### config.mk
export PLATFORM = sky130hd
export DESIGN_NAME = gpio_edge_bank
export DESIGN_NICKNAME = d
export VERILOG_FILES = /design/src/rtl/gpio_bank_pkg.sv /design/src/rtl/gpio_pin_sync.sv /design/src/rtl/gpio_edge_detect.sv /design/src/rtl/gpio_bank_regs.sv /design/src/rtl/gpio_edge_bank.sv
export SDC_FILE = /design/constraint.sdc
export NUM_CORES = 1
export LEC_CHECK = 0
export BUFFER_PORTS_ARGS = -buffer_cell sky130_fd_sc_hd__buf_2
export CELL_PAD_IN_SITES_DETAIL_PLACEMENT = 1
export CELL_PAD_IN_SITES_GLOBAL_PLACEMENT = 2
export CORE_MARGIN = 5
export CORE_UTILIZATION = 32
export DETAILED_ROUTE_END_ITERATION = 6
export PLACE_DENSITY = 0.75
export SYNTH_ARGS = -nofsm -noshare
export SYNTH_HDL_FRONTEND = slang
export SYNTH_HIERARCHICAL = 1
export SYNTH_SLANG_ARGS = --single-unit
export TNS_END_PERCENT = 100
### constraint.sdc
create_clock -name clk -period 1.7 [get_ports clk]
set_input_delay 0.255 -clock clk [delete_from_list [all_inputs] [get_ports clk]]
set_output_delay 0.255 -clock clk [all_outputs]
set_load 0.05 [all_outputs]
### src/rtl/gpio_bank_pkg.sv
package gpio_bank_pkg;

   localparam logic [7:0] OFF_LEVEL = 8'h00;
   localparam logic [7:0] OFF_DIR   = 8'h0C;
   localparam logic [7:0] OFF_SET   = 8'h18;
   localparam logic [7:0] OFF_CLR   = 8'h24;
   localparam logic [7:0] OFF_RISE  = 8'h30;
   localparam logic [7:0] OFF_FALL  = 8'h3C;
   localparam logic [7:0] OFF_STAT  = 8'h48;

   typedef enum logic [2:0] {
      SEL_NONE,
      SEL_LEVEL,
      SEL_DIR,
      SEL_SET,
      SEL_CLR,
      SEL_RISE,
      SEL_FALL,
      SEL_STAT
   } reg_sel_e;

   function automatic reg_sel_e decode_offset(input logic [7:0] off);
      reg_sel_e s;
      case (off)
         OFF_LEVEL: s = SEL_LEVEL;
         OFF_DIR:   s = SEL_DIR;
         OFF_SET:   s = SEL_SET;
         OFF_CLR:   s = SEL_CLR;
         OFF_RISE:  s = SEL_RISE;
         OFF_FALL:  s = SEL_FALL;
         OFF_STAT:  s = SEL_STAT;
         default:   s = SEL_NONE;
      endcase
      return s;
   endfunction

endpackage

### src/rtl/gpio_pin_sync.sv
module gpio_pin_sync #(
   parameter int unsigned WIDTH  = 16,
   parameter int unsigned STAGES = 2
) (
   input  logic             clk,
   input  logic             rst_n,
   input  logic [WIDTH-1:0] d_i,
   output logic [WIDTH-1:0] q_o
);

   localparam int unsigned CHAIN_W = WIDTH * STAGES;

   if (STAGES < 1) begin : g_bad_stages
      $error("gpio_pin_sync: STAGES must be at least 1");
   end

   if (STAGES == 1) begin : g_single
      logic [WIDTH-1:0] q1;
      always_ff @(posedge clk or negedge rst_n) begin
         if (!rst_n) q1 <= '0;
         else        q1 <= d_i;
      end
      assign q_o = q1;
   end else begin : g_chain
      logic [CHAIN_W-1:0] chain;
      always_ff @(posedge clk or negedge rst_n) begin
         if (!rst_n) chain <= '0;
         else        chain <= {chain[CHAIN_W-WIDTH-1:0], d_i};
      end
      assign q_o = chain[CHAIN_W-1 -: WIDTH];

      // the visible level is the previous stage one clock later
      p_shift_r5: assert property (@(posedge clk) disable iff (!rst_n)
         q_o == $past(chain[CHAIN_W-WIDTH-1 -: WIDTH]));
   end

endmodule

### src/rtl/gpio_edge_detect.sv
module gpio_edge_detect #(
   parameter int unsigned NUM_PINS = 16
) (
   input  logic                clk,
   input  logic                rst_n,
   input  logic [NUM_PINS-1:0] lvl_i,
   input  logic [NUM_PINS-1:0] rise_en_i,
   input  logic [NUM_PINS-1:0] fall_en_i,
   input  logic [NUM_PINS-1:0] clr_i,
   output logic [NUM_PINS-1:0] status_o
);

   logic [NUM_PINS-1:0] prev_q;
   logic [NUM_PINS-1:0] status_q;
   logic [NUM_PINS-1:0] status_d;
   logic [NUM_PINS-1:0] evt;

   for (genvar i = 0; i < NUM_PINS; i++) begin : g_pin
      logic went_up;
      logic went_down;
      assign went_up   =  lvl_i[i] & ~prev_q[i];
      assign went_down = ~lvl_i[i] &  prev_q[i];
      assign evt[i]    = (went_up & rise_en_i[i]) | (went_down & fall_en_i[i]);
      // a fresh event outranks a clear on the same edge
      assign status_d[i] = evt[i] | (status_q[i] & ~clr_i[i]);
   end

   always_ff @(posedge clk or negedge rst_n) begin
      if (!rst_n) begin
         prev_q   <= '0;
         status_q <= '0;
      end else begin
         prev_q   <= lvl_i;
         status_q <= status_d;
      end
   end

   assign status_o = status_q;

   // an event always leaves its bit set, clear or not
   p_event_wins_r9: assert property (@(posedge clk) disable iff (!rst_n)
      (evt != '0) |=> ((status_q & $past(evt)) == $past(evt)));

   // a clear with no event empties the bit
   p_clear_r8: assert property (@(posedge clk) disable iff (!rst_n)
      (clr_i != '0) |=> ((status_q & $past(clr_i & ~evt)) == '0));

   // bits not being cleared never drop
   p_sticky_r8: assert property (@(posedge clk) disable iff (!rst_n)
      (($past(status_q & ~clr_i) & ~status_q) == '0));

   // a bit can only become set where some enable was on
   p_gate_r6: assert property (@(posedge clk) disable iff (!rst_n)
      (((status_q & ~$past(status_q)) & ~$past(rise_en_i | fall_en_i)) == '0));

endmodule

### src/rtl/gpio_bank_regs.sv
module gpio_bank_regs
   import gpio_bank_pkg::*;
#(
   parameter int unsigned NUM_PINS = 16,
   parameter int unsigned DATA_W   = 32,
   parameter int unsigned ADDR_W   = 8
) (
   input  logic                clk,
   input  logic                rst_n,
   input  logic                we_i,
   input  logic [ADDR_W-1:0]   addr_i,
   input  logic [DATA_W-1:0]   wdata_i,
   output logic [DATA_W-1:0]   rdata_o,
   input  logic [NUM_PINS-1:0] level_i,
   input  logic [NUM_PINS-1:0] status_i,
   output logic [NUM_PINS-1:0] out_o,
   output logic [NUM_PINS-1:0] dir_o,
   output logic [NUM_PINS-1:0] rise_en_o,
   output logic [NUM_PINS-1:0] fall_en_o,
   output logic [NUM_PINS-1:0] stat_clr_o
);

   localparam int unsigned PAD_W = DATA_W - NUM_PINS;

   logic                hi_zero;
   reg_sel_e            sel;
   reg_sel_e            sel_raw;
   logic [NUM_PINS-1:0] wmask;
   logic [NUM_PINS-1:0] out_q;
   logic [NUM_PINS-1:0] dir_q;
   logic [NUM_PINS-1:0] rise_q;
   logic [NUM_PINS-1:0] fall_q;
   logic [NUM_PINS-1:0] rd_pins;
   logic                wdata_unused;

   if (ADDR_W > 8) begin : g_wide_addr
      assign hi_zero = ~|addr_i[ADDR_W-1:8];
   end else begin : g_byte_addr
      assign hi_zero = 1'b1;
   end

   assign sel_raw      = decode_offset(addr_i[7:0]);
   assign sel          = hi_zero ? sel_raw : SEL_NONE;
   assign wmask        = wdata_i[NUM_PINS-1:0];
   assign wdata_unused = ^wdata_i;

   always_ff @(posedge clk or negedge rst_n) begin
      if (!rst_n) begin
         out_q  <= '0;
         dir_q  <= '0;
         rise_q <= '0;
         fall_q <= '0;
      end else if (we_i) begin
         case (sel)
            SEL_SET:  out_q  <= out_q | wmask;
            SEL_CLR:  out_q  <= out_q & ~wmask;
            SEL_DIR:  dir_q  <= wmask;
            SEL_RISE: rise_q <= wmask;
            SEL_FALL: fall_q <= wmask;
            default:  ;
         endcase
      end
   end

   assign stat_clr_o = (we_i && sel == SEL_STAT) ? wmask : '0;

   always_comb begin
      case (sel)
         SEL_LEVEL: rd_pins = level_i;
         SEL_DIR:   rd_pins = dir_q;
         SEL_RISE:  rd_pins = rise_q;
         SEL_FALL:  rd_pins = fall_q;
         SEL_STAT:  rd_pins = status_i;
         default:   rd_pins = '0;
      endcase
   end

   if (PAD_W > 0) begin : g_pad
      assign rdata_o = {{PAD_W{1'b0}}, rd_pins};
   end else begin : g_full
      assign rdata_o = rd_pins;
   end

   assign out_o     = out_q;
   assign dir_o     = dir_q;
   assign rise_en_o = rise_q;
   assign fall_en_o = fall_q;

   // set writes raise masked bits and touch nothing else
   p_set_r2: assert property (@(posedge clk) disable iff (!rst_n)
      (we_i && sel == SEL_SET) |=>
         (((out_q & $past(wmask)) == $past(wmask)) &&
          (((out_q ^ $past(out_q)) & ~$past(wmask)) == '0)));

   // clear writes lower masked bits and touch nothing else
   p_clr_r3: assert property (@(posedge clk) disable iff (!rst_n)
      (we_i && sel == SEL_CLR) |=>
         (((out_q & $past(wmask)) == '0) &&
          (((out_q ^ $past(out_q)) & ~$past(wmask)) == '0)));

   // direction follows a write and holds otherwise
   p_dir_r4: assert property (@(posedge clk) disable iff (!rst_n)
      (we_i && sel == SEL_DIR) |=> (dir_q == $past(wmask)));
   p_dir_hold_r4: assert property (@(posedge clk) disable iff (!rst_n)
      !(we_i && sel == SEL_DIR) |=> $stable(dir_q));

endmodule

### src/rtl/gpio_edge_bank.sv
module gpio_edge_bank #(
   parameter int unsigned NUM_PINS    = 16,
   parameter int unsigned DATA_W      = 32,
   parameter int unsigned ADDR_W      = 8,
   parameter int unsigned SYNC_STAGES = 2
) (
   input  logic                clk,
   input  logic                rst_n,
   input  logic                reg_we,
   input  logic [ADDR_W-1:0]   reg_addr,
   input  logic [DATA_W-1:0]   reg_wdata,
   output logic [DATA_W-1:0]   reg_rdata,
   input  logic [NUM_PINS-1:0] pin_in,
   output logic [NUM_PINS-1:0] pin_out,
   output logic [NUM_PINS-1:0] pin_oe,
   output logic                irq
);

   if (NUM_PINS < 1 || NUM_PINS > 32) begin : g_bad_pins
      $error("gpio_edge_bank: NUM_PINS must be 1..32");
   end
   if (NUM_PINS > DATA_W) begin : g_bad_data
      $error("gpio_edge_bank: DATA_W must hold NUM_PINS");
   end
   if (ADDR_W < 8) begin : g_bad_addr
      $error("gpio_edge_bank: ADDR_W must be at least 8");
   end

   logic [NUM_PINS-1:0] lvl_sync;
   logic [NUM_PINS-1:0] rise_en;
   logic [NUM_PINS-1:0] fall_en;
   logic [NUM_PINS-1:0] stat_clr;
   logic [NUM_PINS-1:0] status;

   gpio_pin_sync #(
      .WIDTH  (NUM_PINS),
      .STAGES (SYNC_STAGES)
   ) u_sync (
      .clk   (clk),
      .rst_n (rst_n),
      .d_i   (pin_in),
      .q_o   (lvl_sync)
   );

   gpio_bank_regs #(
      .NUM_PINS (NUM_PINS),
      .DATA_W   (DATA_W),
      .ADDR_W   (ADDR_W)
   ) u_regs (
      .clk        (clk),
      .rst_n      (rst_n),
      .we_i       (reg_we),
      .addr_i     (reg_addr),
      .wdata_i    (reg_wdata),
      .rdata_o    (reg_rdata),
      .level_i    (lvl_sync),
      .status_i   (status),
      .out_o      (pin_out),
      .dir_o      (pin_oe),
      .rise_en_o  (rise_en),
      .fall_en_o  (fall_en),
      .stat_clr_o (stat_clr)
   );

   gpio_edge_detect #(
      .NUM_PINS (NUM_PINS)
   ) u_edge (
      .clk       (clk),
      .rst_n     (rst_n),
      .lvl_i     (lvl_sync),
      .rise_en_i (rise_en),
      .fall_en_i (fall_en),
      .clr_i     (stat_clr),
      .status_o  (status)
   );

   assign irq = |status;

   // with no clearing write the interrupt cannot drop
   p_irq_hold_r10: assert property (@(posedge clk) disable iff (!rst_n)
      (irq && stat_clr == '0) |=> irq);

   // the interrupt only rises when some edge enable was on
   p_irq_cause_r10: assert property (@(posedge clk) disable iff (!rst_n)
      $rose(irq) |-> ($past(rise_en | fall_en) != '0));

endmodule

==> results of run 1 <==
-- final timing paths --
| check | slack (ns) | to | start | cells past startpoint |
|---|---|---|---|---|
| max | -0.35 | reg_rdata[11] | reg_addr[1] | 7 |
| min | 0.07 | register | reg_wdata[2] | 2 |
| max reg2reg | 0.86 | u_edge/status_o[10]$_DFF_PN0_ | u_edge/status_o[10]$_DFF_PN0_ | 3 |
| min reg2reg | 0.35 | u_sync/g_chain.chain[25]$_DFF_PN0_ | u_sync/g_chain.chain[9]$_DFF_PN0_ | 0 |
| max in group asynchronous | 0.73 | u_sync/g_chain.chain[30]$_DFF_PN0_ | rst_n | 3 |
| min in group asynchronous | 0.32 | u_sync/g_chain.chain[2]$_DFF_PN0_ | rst_n | 2 |
-- cells in the final DEF (no fill, tap or decap), drive strengths merged, types with 2 or more instances in the layout --
cell type	netlist	routed
nor4bb	2	2
dfrtp	128	128
clkinv	0	9
nand3	6	6
dlygate4sd3	0	17
inv	16	16
and3	17	17
mux2	48	48
a22oi	28	28
a22o	16	16
nand2	20	20
nor4	6	6
a221o	2	2
nor4b	2	2
o21ai	14	14
nand3b	16	16
bufinv	0	5
conb	1	16
clkbuf	11	18
nor2	2	2
o221ai	16	16
buf	42	141
a21oi	34	34
-- critical path, cell delays in order --
cell	delay, ns
buf_6	0.09
or4b_4	0.53
and4bb_4	0.34
buf_12	0.17
a22oi_1	0.14
o21ai_4	0.08
buf_6	0.17
-- through the flow --
stage	setup WS (ns)	cells
after floorplan	-0.1578	446
after global placement	-0.5064	751
after detailed placement	-0.5381	751
after CTS	-0.3743	805
after global routing	-0.3891	809
final	-0.3507	809
-- timing repair --
| action | 4_1_cts | 5_1_grt |
|---|---|---|
| cloned | 1 | 1 |
| endpoints found under the hold margin | 42 | 0 |
| hold buffers | 17 | 0 |
| setup buffers | 4 | 4 |
| endpoints found under the setup margin | 17 | 20 |
| gates resized for setup | 41 | 8 |
| pin swaps | 2 | 0 |
-- cell families after synthesis --
family,after synthesis
buffers and inverters,69
other,1
AOI/OAI and AO/OA,110
DFF,128
muxes,48
and+or+nand+nor,75
-- power by group --
part	switching, W	total [W]	leakage (nW)	internal (W)
Combinational	0.000468	0.000718	1.69	0.000250
Clock	0.00135	0.00394	0.316	0.00259
Sequential	0.000120	0.00332	1.58	0.00320
Total	0.00194	0.00798	3.60	0.00604
-- area by class of cell --
class	instances	area, sq um	area share
Sequential cell	128	3203	0.4170
Multi-Input combinational cell	249	2191	0.2852
Timing Repair Buffer	159	1303	0.1696
Clock buffer	17	425.4	0.05538
Tap cell	225	281.5	0.03665
Clock inverter	15	217.7	0.02834
Inverter	16	60.06	0.007819
-- layer usage --
layer	wire (um)	track usage
met5	0	0
met2	8217	0.2876
met3	474	0.03358
met1	7412	0.2262
met4	200	0.05201
==> metrics, run 1 <==
Pleak 3.596 nW; Post-synth top cells dfrtp_1 (128), mux2_2 (48), a21oi_1 (34); Arr. time, crit path 1.80 ns; final hold violation count 0; global-route wire length before repair 26060 um; crit start category input pin; vias in the first global route 4487; Num Clock Sinks 128; Clk pin slew, worst setup/hold paths 0.05 ns; status complete, but fails checks; Antenna diodes 0; TritonCTS clock tree built; vias 3990; Final min period 2.051 ns; Finished Core Util 0.4503; setup TNS -5.405 ns; initial antenna violation count 0; Clk Latency, worst-skew pair 0.41 ns; DP Area 6585 sq um; Num CTS Buffers 17; Primary FF master, synth dfrtp_1; Critical Path RT 1.44 ns; GPL Wtd Cong 0.7589; final WL 16300 um; Mean Syn Cell Area 12.75 sq um; Synth Register Bits 128; setup ws final -0.3507 ns; die height 141.0 um; Yosys top cell area share 0.5829; main combinational cell family by area after synthesis compound AO/OA/AOI/OAI gates; peak supply drop 0.9460 mV; f_max 0.4876 GHz; Pwr Total 0.007976 W; count leader, synth dfrtp_1; RSZ-0062 raised after global routing yes; Max FO, Critical Path 15; Synth Area in XOR/XNOR 0; setup violators final 17; WL/cell 20.15 um; synth top area cells dfrtp_1 (58%), mux2_2 (9.8%), buf_4 (4.4%), o221ai_2 (4.4%), a22oi_1 (3.8%); Distinct cells, synth 30; Crit Path Class in -> out; router iterations before antenna repair 4; part of the Yosys area used for sequential elements 0.5829; min-delay worst type in -> reg; yosys warns 6; adder-cell share of the synthesized area 0; max-slew violations 0; Post-synth EDFFs 0; vias per cell 4.932; compound-cell area share of the yosys netlist 0.1548; Worst Hold Slack 0.06818 ns; max_cap viols 0; ANT nets after route 0; Fill cells 1809; mux cell area share after synthesis 0.09836; Critical Path End Type output port; root buf cell clkbuf_16; Initial DRC Count 179; Post-Syn Instances 431; number of cell rows 48; Pwr Density 1038 nW/um^2; Async S/R FF share, synth 1.000; nets 630; Post-Synth Simple-Gate Area 0.08948; pin count of the biggest net entering global routing 59; failing checks negative setup slack; layout cells sized above 1 0.4692; gr usage total 0.1718; Worst Clk Skew 0.004392 ns; starting density of the core 0.3222; H-Tree Depth 4; area grow syn2layout 39.78%; Die ar. 19890 sq um; Finished Cell Area 7681 sq um; post-synth top area cell dfrtp_1; port bufs 91; DRC violations left 0; clk buf depth 2; chip width 141.0 um; Post-Synthesis Cell Area 5495 sq um; Core ar. 17060 sq um; placed wire-length estimate 10990 um; Overflow after GRT 0; period utilization 1.206; # IOs 124
Power figures use the tool's default switching activity.
==> run 2: changes to the inputs <==
- CORE_UTILIZATION: 32 -> 36
- PLACE_DENSITY: 0.75 -> 0.8
- clock period: 1.7 -> 1.9 ns (I/O delays scaled with it)
==> metrics, run 2 (synthesis results as in run 1) <==
Combinational Power Share 0.092; H-Tree Depth 4; commonest cells after routing, fill and taps aside dfrtp_1 (126), buf_2 (71), mux2_2 (48); Num CTS Buffers 17; crit start category input pin; TritonCTS clock tree built; clk buf depth 2; met3 usage in global routing 0.04834; multi-input logic area 2191 sq um; vias in the first global route 4510; area grow syn2layout 36.59%; GRT Max-Usage Layer met2; failing checks negative setup slack; setup violators final 16; pin count of the biggest net entering global routing 49; Core ar. 15090 sq um; peak supply drop 0.5033 mV; Int Power 0.005254 W; FF-to-FF End u_edge/status_o[8]$_DFF_PN0_; status complete, but fails checks; commonest non-fill, non-tap cell in the layout dfrtp_1; WHS Path Cells 2; Initial DRC Count 209; Critical Path End Type output port; # IOs 124; number of cell rows 45; starting density of the core 0.3642; max-slew violations 0; Arr. time, crit path 1.85 ns; vias per cell 5.271; r2r startpoint u_edge/status_o[8]$_DFF_PN0_; placed wire-length estimate 10710 um; Crit Path Class in -> out; layout cells sized above 1 0.4539; r2r worst-path depth 3; NetSw 0.001647 W; GPL Wtd Cong 0.7673; Clk Latency, worst-skew pair 0.41 ns; Max FO, Critical Path 15; ANT nets after route 0; FF/Latch Area 3206 sq um; sw frac 0.2387; Pleak 3.542 nW; gr usage total 0.1835; Critical Path RT 1.62 ns; hold_sp reg_wdata[4]; period utilization 1.124; router iterations before antenna repair 4; Overflow after GRT 0; chip width 133.6 um; final WL 16340 um; nets 621; Pwr Density 919.5 nW/um^2; die height 133.6 um; vias 4022; clock network power share 0.477; RSZ-0062 raised after global routing yes; Num Clock Sinks 128; met2 Resource Use GR 0.3104; Worst Clk Skew 0.006765 ns; setup TNS -3.337 ns; reg2reg setup slack 1.02 ns; min-delay worst type in -> reg; sequential share of power 0.431; max_cap viols 0; Antenna diodes 0; DRC violations left 0; Die ar. 17840 sq um; Worst Hold Slack 0.1089 ns; port bufs 91; initial antenna violation count 0; Final min period 2.135 ns; final hold violation count 0; f_max 0.4683 GHz; setup ws final -0.2354 ns; WL/cell 21.42 um; Fill cells 1537; Pwr Total 0.006902 W; met1 usage 0.2311; root buf cell clkbuf_16; global-route wire length before repair 25120 um; Clk pin slew, worst setup/hold paths 0.05 ns
## run 2: changes by cell type in the layout (fill, tap and decap cells not counted), moves of 4 or more
cell | before | now
clkbuf_8 | 0 | 7
buf_4 | 39 | 33
a22oi_1 | 22 | 26
a22oi_2 | 6 | 2
clkbuf_1 | 0 | 4
clkinv_4 | 4 | 0
## run 2: worst max path at each step
stage                            from            to  slack, ns  cells past startpoint
after global routing      reg_addr[1]  reg_rdata[0]      -0.27                      7
after CTS                 reg_addr[1]  reg_rdata[5]      -0.23                      7
after global placement    reg_addr[1]  reg_rdata[5]      -0.36                      7
after detailed placement  reg_addr[1]  reg_rdata[5]      -0.37                      7
after floorplan           reg_addr[1]  reg_rdata[1]      -0.04                      5
final                     reg_addr[1]  reg_rdata[0]      -0.24                      7
## run 2: area by class of cell
class | count | share of cell area
clock buffers | 28 | 0.07151
clock inverters | 4 | 0.009335
inverters | 16 | 0.008001
multi-input cells | 249 | 0.2919
flip-flops and latches | 128 | 0.4271
well taps | 188 | 0.03134
repair buffers | 150 | 0.1609
## run 2: layer usage
layer	up-vias	part of all wire
met2	111	0.51
met5	-	0
li1	1804	-
met3	17	0.049
met1	2090	0.43
met4	0	0.013
## run 2: power by group through the flow
stage	sequential, W	combinational (W)	clock (W)
2_1_floorplan	0.00308	0.000284	0
3_3_place_gp	0.00300	0.000581	0
3_5_place_dp	0.00301	0.000598	0
4_1_cts	0.00297	0.000633	0.00336
5_1_grt	0.00299	0.000682	0.00349
6_report	0.00297	0.000636	0.00329
## run 2: stage by stage
| step | setup slack, ns | std cells | cell area [sq um] | utilization |
|---|---|---|---|---|
| after CTS | -0.2329 | 760 | 7445 | 0.4934 |
| after detailed placement | -0.3726 | 707 | 6459 | 0.4280 |
| after global placement | -0.3599 | 707 | 6459 | 0.4280 |
| after global routing | -0.2675 | 763 | 7506 | 0.4974 |
| after floorplan | -0.03713 | 446 | 5717 | - |
| final | -0.2354 | 763 | 7506 | 0.4974 |
## run 2: worst max-delay path, cell delays in order
cell	delay (ns)
buf_6	0.09
or4b_4	0.53
and4bb_4	0.36
buf_12	0.17
a22oi_1	0.14
o21ai_4	0.09
buf_6	0.17
## run 2: repair_timing
item	4_1_cts	5_1_grt
pin swaps	6	4
setup buffers	3	3
hold buffers	17	0
cloned	1	1
endpoints found under the setup margin	17	17
resized for setup	43	9
hold endpoints to repair	31	0
